[config.mk]
export PLATFORM = sky130hd
export DESIGN_NAME = rx_err_status
export DESIGN_NICKNAME = d
export VERILOG_FILES = /design/src/rtl/rx_err_pkg.sv /design/src/rtl/rx_err_detect.sv /design/src/rtl/rx_err_sticky.sv /design/src/rtl/rx_char_hold.sv /design/src/rtl/rx_err_status.sv
export SDC_FILE = /design/constraint.sdc
export NUM_CORES = 1
export LEC_CHECK = 0
export CAP_MARGIN = 15
export CORE_UTILIZATION = 36
export CTS_CLUSTER_DIAMETER = 100
export DETAILED_ROUTE_END_ITERATION = 10
export PLACE_DENSITY = 0.74
export SYNTH_ARGS = -nofsm -noshare
export SYNTH_HDL_FRONTEND = slang
export SYNTH_SLANG_ARGS = --single-unit
[constraint.sdc]
create_clock -name clk -period 1.3 [get_ports clk]
set_clock_uncertainty 0.15 [all_clocks]
set_input_delay 0.195 -clock clk [delete_from_list [all_inputs] [get_ports clk]]
set_output_delay 0.195 -clock clk [all_outputs]
set_load 0.03 [all_outputs]
[src/rtl/rx_err_pkg.sv]
// Shared definitions for the receive status block: data width and the
// bit positions of the three error flags inside the flag vector.
package rx_err_pkg;
    localparam int unsigned DATA_W  = 8;
    localparam int unsigned NUM_ERR = 3;

    // Index of each fault inside the error vectors
    localparam int unsigned ERR_PAR = 0;
    localparam int unsigned ERR_OVR = 1;
    localparam int unsigned ERR_FRM = 2;
endpackage

[src/rtl/rx_err_detect.sv]
// Fault detector: decides, combinationally, which faults the character
// presented in this cycle carries.
// Assumes char_done is a single-cycle strobe and buf_full is the registered
// data-available flag of the holding buffer.
module rx_err_detect
    import rx_err_pkg::*;
#(
    parameter int unsigned W = DATA_W
) (
    input  logic               char_done,
    input  logic [W-1:0]       char_data,
    input  logic               char_parity,
    input  logic               char_stop,
    input  logic               parity_en,
    input  logic               parity_odd,
    input  logic               buf_full,
    input  logic               host_read,
    output logic [NUM_ERR-1:0] evt
);
    logic data_xor;
    logic want_bit;

    // Expected parity bit for the selected sense
    always_comb begin
        data_xor = ^char_data;
        want_bit = parity_odd ? ~data_xor : data_xor;
    end

    // Raise one event line per fault found on this character
    always_comb begin
        evt          = '0;
        evt[ERR_PAR] = char_done && parity_en && (char_parity != want_bit);
        evt[ERR_OVR] = char_done && buf_full && !host_read;
        evt[ERR_FRM] = char_done && !char_stop;
    end

    // no parity event can come out while checking is off
    always_comb begin
        if (!parity_en) begin
            a_no_par_evt_r5: assert (evt[ERR_PAR] == 1'b0);
        end
    end
endmodule

[src/rtl/rx_err_sticky.sv]
// One sticky error flag. It is set by a fault event and cleared only by the
// clear pulse or reset. The event wins over a clear in the same cycle.
// Assumes set_evt and clr are synchronous to clk.
module rx_err_sticky (
    input  logic clk,
    input  logic rst_n,
    input  logic set_evt,
    input  logic clr,
    output logic flag
);
    // Flag register: clear first, then OR in the new event
    always_ff @(posedge clk) begin
        if (!rst_n) begin
            flag <= 1'b0;
        end else begin
            flag <= (clr ? 1'b0 : flag) | set_evt;
        end
    end

    p_reset_r1: assert property (@(posedge clk) !rst_n |=> !flag);

    p_hold_r8: assert property (@(posedge clk) disable iff (!rst_n)
        flag && !clr |=> flag);

    p_clear_r9: assert property (@(posedge clk) disable iff (!rst_n)
        clr && !set_evt |=> !flag);

    p_event_wins_r10: assert property (@(posedge clk) disable iff (!rst_n)
        set_evt |=> flag);
endmodule

[src/rtl/rx_char_hold.sv]
// Receive holding buffer: captures each completed byte and tracks whether
// the processor has yet to read it.
// Assumes host_read is a single-cycle strobe per read.
module rx_char_hold
    import rx_err_pkg::*;
#(
    parameter int unsigned W = DATA_W
) (
    input  logic         clk,
    input  logic         rst_n,
    input  logic         char_done,
    input  logic [W-1:0] char_data,
    input  logic         host_read,
    output logic [W-1:0] rx_data,
    output logic         data_avail
);
    // Byte register: load on completion, otherwise hold
    always_ff @(posedge clk) begin
        if (!rst_n) begin
            rx_data <= '0;
        end else if (char_done) begin
            rx_data <= char_data;
        end
    end

    // Availability flag: completion sets it, a read clears it
    always_ff @(posedge clk) begin
        if (!rst_n) begin
            data_avail <= 1'b0;
        end else if (char_done) begin
            data_avail <= 1'b1;
        end else if (host_read) begin
            data_avail <= 1'b0;
        end
    end

    p_reset_r1: assert property (@(posedge clk) !rst_n |=> (!data_avail && rx_data == '0));

    p_load_r2: assert property (@(posedge clk) disable iff (!rst_n)
        char_done |=> (data_avail && rx_data == $past(char_data)));

    p_read_clear_r3: assert property (@(posedge clk) disable iff (!rst_n)
        host_read && !char_done |=> !data_avail);

    p_data_hold_r3: assert property (@(posedge clk) disable iff (!rst_n)
        !char_done |=> $stable(rx_data));
endmodule

[src/rtl/rx_err_status.sv]
// Top: receive buffer plus three sticky error flags (parity, overrun and
// framing). The flags ignore reads and clean characters; they clear only on
// clear_errors or reset.
// Assumes a deserializer upstream that presents a whole character with a
// one-cycle char_done strobe.
module rx_err_status
    import rx_err_pkg::*;
(
    input  logic              clk,
    input  logic              rst_n,
    input  logic              char_done,
    input  logic [DATA_W-1:0] char_data,
    input  logic              char_parity,
    input  logic              char_stop,
    input  logic              parity_en,
    input  logic              parity_odd,
    input  logic              host_read,
    input  logic              clear_errors,
    output logic [DATA_W-1:0] rx_data,
    output logic              data_avail,
    output logic              err_parity,
    output logic              err_overrun,
    output logic              err_framing
);
    logic [NUM_ERR-1:0] fault_evt;
    logic [NUM_ERR-1:0] fault_flag;

    rx_char_hold #(.W(DATA_W)) u_hold (
        .clk        (clk),
        .rst_n      (rst_n),
        .char_done  (char_done),
        .char_data  (char_data),
        .host_read  (host_read),
        .rx_data    (rx_data),
        .data_avail (data_avail)
    );

    rx_err_detect #(.W(DATA_W)) u_detect (
        .char_done   (char_done),
        .char_data   (char_data),
        .char_parity (char_parity),
        .char_stop   (char_stop),
        .parity_en   (parity_en),
        .parity_odd  (parity_odd),
        .buf_full    (data_avail),
        .host_read   (host_read),
        .evt         (fault_evt)
    );

    // One sticky flag per fault kind
    for (genvar g = 0; g < NUM_ERR; g++) begin : g_flag
        rx_err_sticky u_flag (
            .clk     (clk),
            .rst_n   (rst_n),
            .set_evt (fault_evt[g]),
            .clr     (clear_errors),
            .flag    (fault_flag[g])
        );
    end

    // Map the flag vector onto the named outputs
    always_comb begin
        err_parity  = fault_flag[ERR_PAR];
        err_overrun = fault_flag[ERR_OVR];
        err_framing = fault_flag[ERR_FRM];
    end

    p_parity_r4: assert property (@(posedge clk) disable iff (!rst_n)
        char_done && parity_en && (char_parity ^ (^char_data) ^ parity_odd)
        |=> err_parity);

    p_no_parity_r5: assert property (@(posedge clk) disable iff (!rst_n)
        !parity_en && !err_parity |=> !err_parity);

    p_overrun_r6: assert property (@(posedge clk) disable iff (!rst_n)
        char_done && data_avail && !host_read |=> err_overrun);

    p_framing_r7: assert property (@(posedge clk) disable iff (!rst_n)
        char_done && !char_stop |=> err_framing);
endmodule

==> results.cfg <==
[place]
hpwl_um = 889
placedCellCount = 96
post-place-ws_ns = -0.489
placed_cell_area_um2 = 840
portBuffers = 28
gp_congestion = 0.703

[synth]
ys.flop_type = dfxtp_1
syn_nets = 67
yosys_warnings = 0
async_reset_ff_frac = 0
syn_avg_cell_area_um2 = 10.6
synth-edff-count = 0
synth_cell_types = 15
synthTopCellsByArea = dfxtp_1 (45%), mux2i_1 (15%), nor2b_1 (13%)
synth_common_cells = dfxtp_1 (12), nor2b_1 (11), mux2i_1 (8)
synth_top_cell_by_area = dfxtp_1
synth.most_common_cell = dfxtp_1
synth_top_area_frac = 0.454
ys_seq_elements = 12
synth_area_um2 = 529
synth_cells = 50
yosysSeqAreaShare = 0.454

[worst_setup_path]
setup.worst_path.end_class = flop
path_class = in -> reg
worst-r2r-setup-slack_ns = 0.41
worst_r2r_endpoint = g_flag[1].u_flag.flag
cp.buffers_inverters = 1
worst_path_dominant_cell_family = XOR/XNOR gates
cp.required_ns = 1.31
rr_worst_depth = 3
path_cells = clkdlybuf4s50_1, xnor2_1, xnor2_1, xnor2_1, o22ai_1
path_max_fanout = 2
cpMostUsedCell = xnor2_1
slowest_stage = clkdlybuf4s50_1
critPathLaunchType = primary input
arrival_ns = 1.28
timing.rr.start = u_hold.data_avail
critPathMaxStageDelay_ns = 0.44

[sta]
period_minus_slack_ns = 1.26
grt_setup_unrepaired = no
drv_slew = 0
relSlewSlack = 0.859
finalSetupViolations = 0
worst_slack_ns = 0.0354
hold_viol = 0
fin_crit_sh = 0.973
fmax_ghz = 0.791
worstMarginPinSlew_ns = 0.210
holdWs_ns = 0.200

[floorplan]
core_um2 = 1330
initial_core_util = 0.397
die_w_um = 40.3
io_pins = 29
dieArea_um2 = 1630
fp-row-count = 13
dieHeight_um = 40.3

[global_routing]
grt_start_max_net_pins = 13
grt_pass1_vias = 418
grtUsageTotal = 0.162
grt_first_pass_wirelength_um = 1640
grt_overflow = 0
antenna_found_initial = 0

[drt]
drc = 0
routedWlPerCell_um = 11.4
antenna_left = 0
first_pass_iters = 4
drt-total-wl_um = 1140
drt_iter0_markers = 2
num_vias = 464
via_per_inst = 4.64

[run]
max_cap_violations = 0

[hold_path]
hold_path_end = u_hold.rx_data[3]
hp-class = in -> reg
holdCritStartpoint = char_data[3]
whs_path_depth = 3

[clocking]
cts-buffers-inserted = 3
cts_root_buffer = clkbuf_4
cts.sinks = 12
clockBufferDepth = 2
postCtsHoldBufs = 0
cts_tree = built
cts.htree.levels = 1
insertion_delay_ns = 0.27
clk_pin_slew_ns = 0.08

[power_and_ir_drop]
power.leakage_nw = 0.399
p_per_area_nw_per_um2 = 1090
peakVddDrop_v = 0.000588

[cells_and_area]
nets = 103
final_layout_size_suffix_gt1_frac = 0.247
area_growth_pct = 64.1
stdcell_count = 100
n_antenna_cell = 0
fin_area_um2 = 868

[run_status]
outcome = finished clean
## per-layer routing
layer,part of all wire,global-route usage
met1,0.43,0.183
met2,0.47,0.258
met5,0,0
met4,0.012,0.100
met3,0.079,0.0556
## how the worst max path moves through the flow
stage                 start               endpoint  slack, ns  cells after the start
2_1_floorplan  char_data[4]  g_flag[0].u_flag.flag       0.08                      4
3_3_place_gp   char_data[4]  g_flag[0].u_flag.flag      -0.46                      5
3_5_place_dp   char_data[4]  g_flag[0].u_flag.flag      -0.49                      5
4_1_cts        char_data[5]  g_flag[0].u_flag.flag       0.02                      5
5_1_grt        char_data[7]  g_flag[0].u_flag.flag     0.0007                      5
6_report       char_data[7]  g_flag[0].u_flag.flag       0.04                      5
## kinds of logic (layout without fill, tap and decap cells)
family	Yosys count	in the layout	share of synthesized area
AO/OA/AOI/OAI	4	4	0.0473
multiplexers	8	8	0.151
AND/OR/NAND/NOR	14	14	0.158
flip-flops	12	12	0.454
buffers and inverters	4	39	0.0307
XOR/XNOR	8	8	0.158
## worst register-to-register path, stage by stage (launching register included)
cell	delay [ns]
dfxtp_1	0.33
nor2b_1	0.17
a21oi_1	0.08
nor2b_1	0.10
## registers in the layout, summed over array words and instances (netlist names)
register	cells
u_hold.data_avail	1
g_flag.u_flag.flag	3
u_hold.rx_data	8
## cell type report
type                    instances  area, um2
well taps                      15       18.8
inverters                       2       7.51
multi-input cells              34        273
repair buffers                 33        293
fillers                       128        465
flip-flops and latches         12        240
clock buffers                   4       36.3
## what timing repair did
action | CTS | global route
setup buffers | 0 | 0
setup endpoints to repair | 1 | 1
pin swaps | 5 | 1
resized for setup | 6 | 0
endpoints found under the hold margin | 0 | 0
## placed cells by master, fill, tap and decap left out
cell type / Yosys / final
nand3_1: 1 / 1
clkbuf_4: 0 / 3
o22ai_1: 2 / 2
and2_1: 1 / 1
a21oi_1: 1 / 1
inv_1: 2 / 2
o21a_1: 1 / 1
xnor3_1: 1 / 1
buf_4: 0 / 16
nor2b_1: 11 / 11
buf_12: 0 / 1
nand2_1: 1 / 1
mux2i_1: 8 / 8
dfxtp_1: 12 / 12
clkdlybuf4s50_1: 0 / 10
xor2_1: 1 / 1
xnor2_1: 6 / 6
dlygate4sd2_1: 0 / 6
clkbuf_8: 0 / 1
## where the power goes
part | internal [mW] | switching [mW]
clock network | 0.170 | 0.125
registers | 0.390 | 0.0106
logic | 0.140 | 0.111
total | 0.700 | 0.246
## stage by stage
step	power, mW	util	TNS, ns
3_3_place_gp	0.667	0.629	-1.05
6_report	0.946	0.651	0
3_5_place_dp	0.670	0.629	-1.16
4_1_cts	0.966	0.651	0
5_1_grt	0.996	0.651	0
2_1_floorplan	0.550	-	0
No activity file was read; power rests on OpenSTA's default activity.
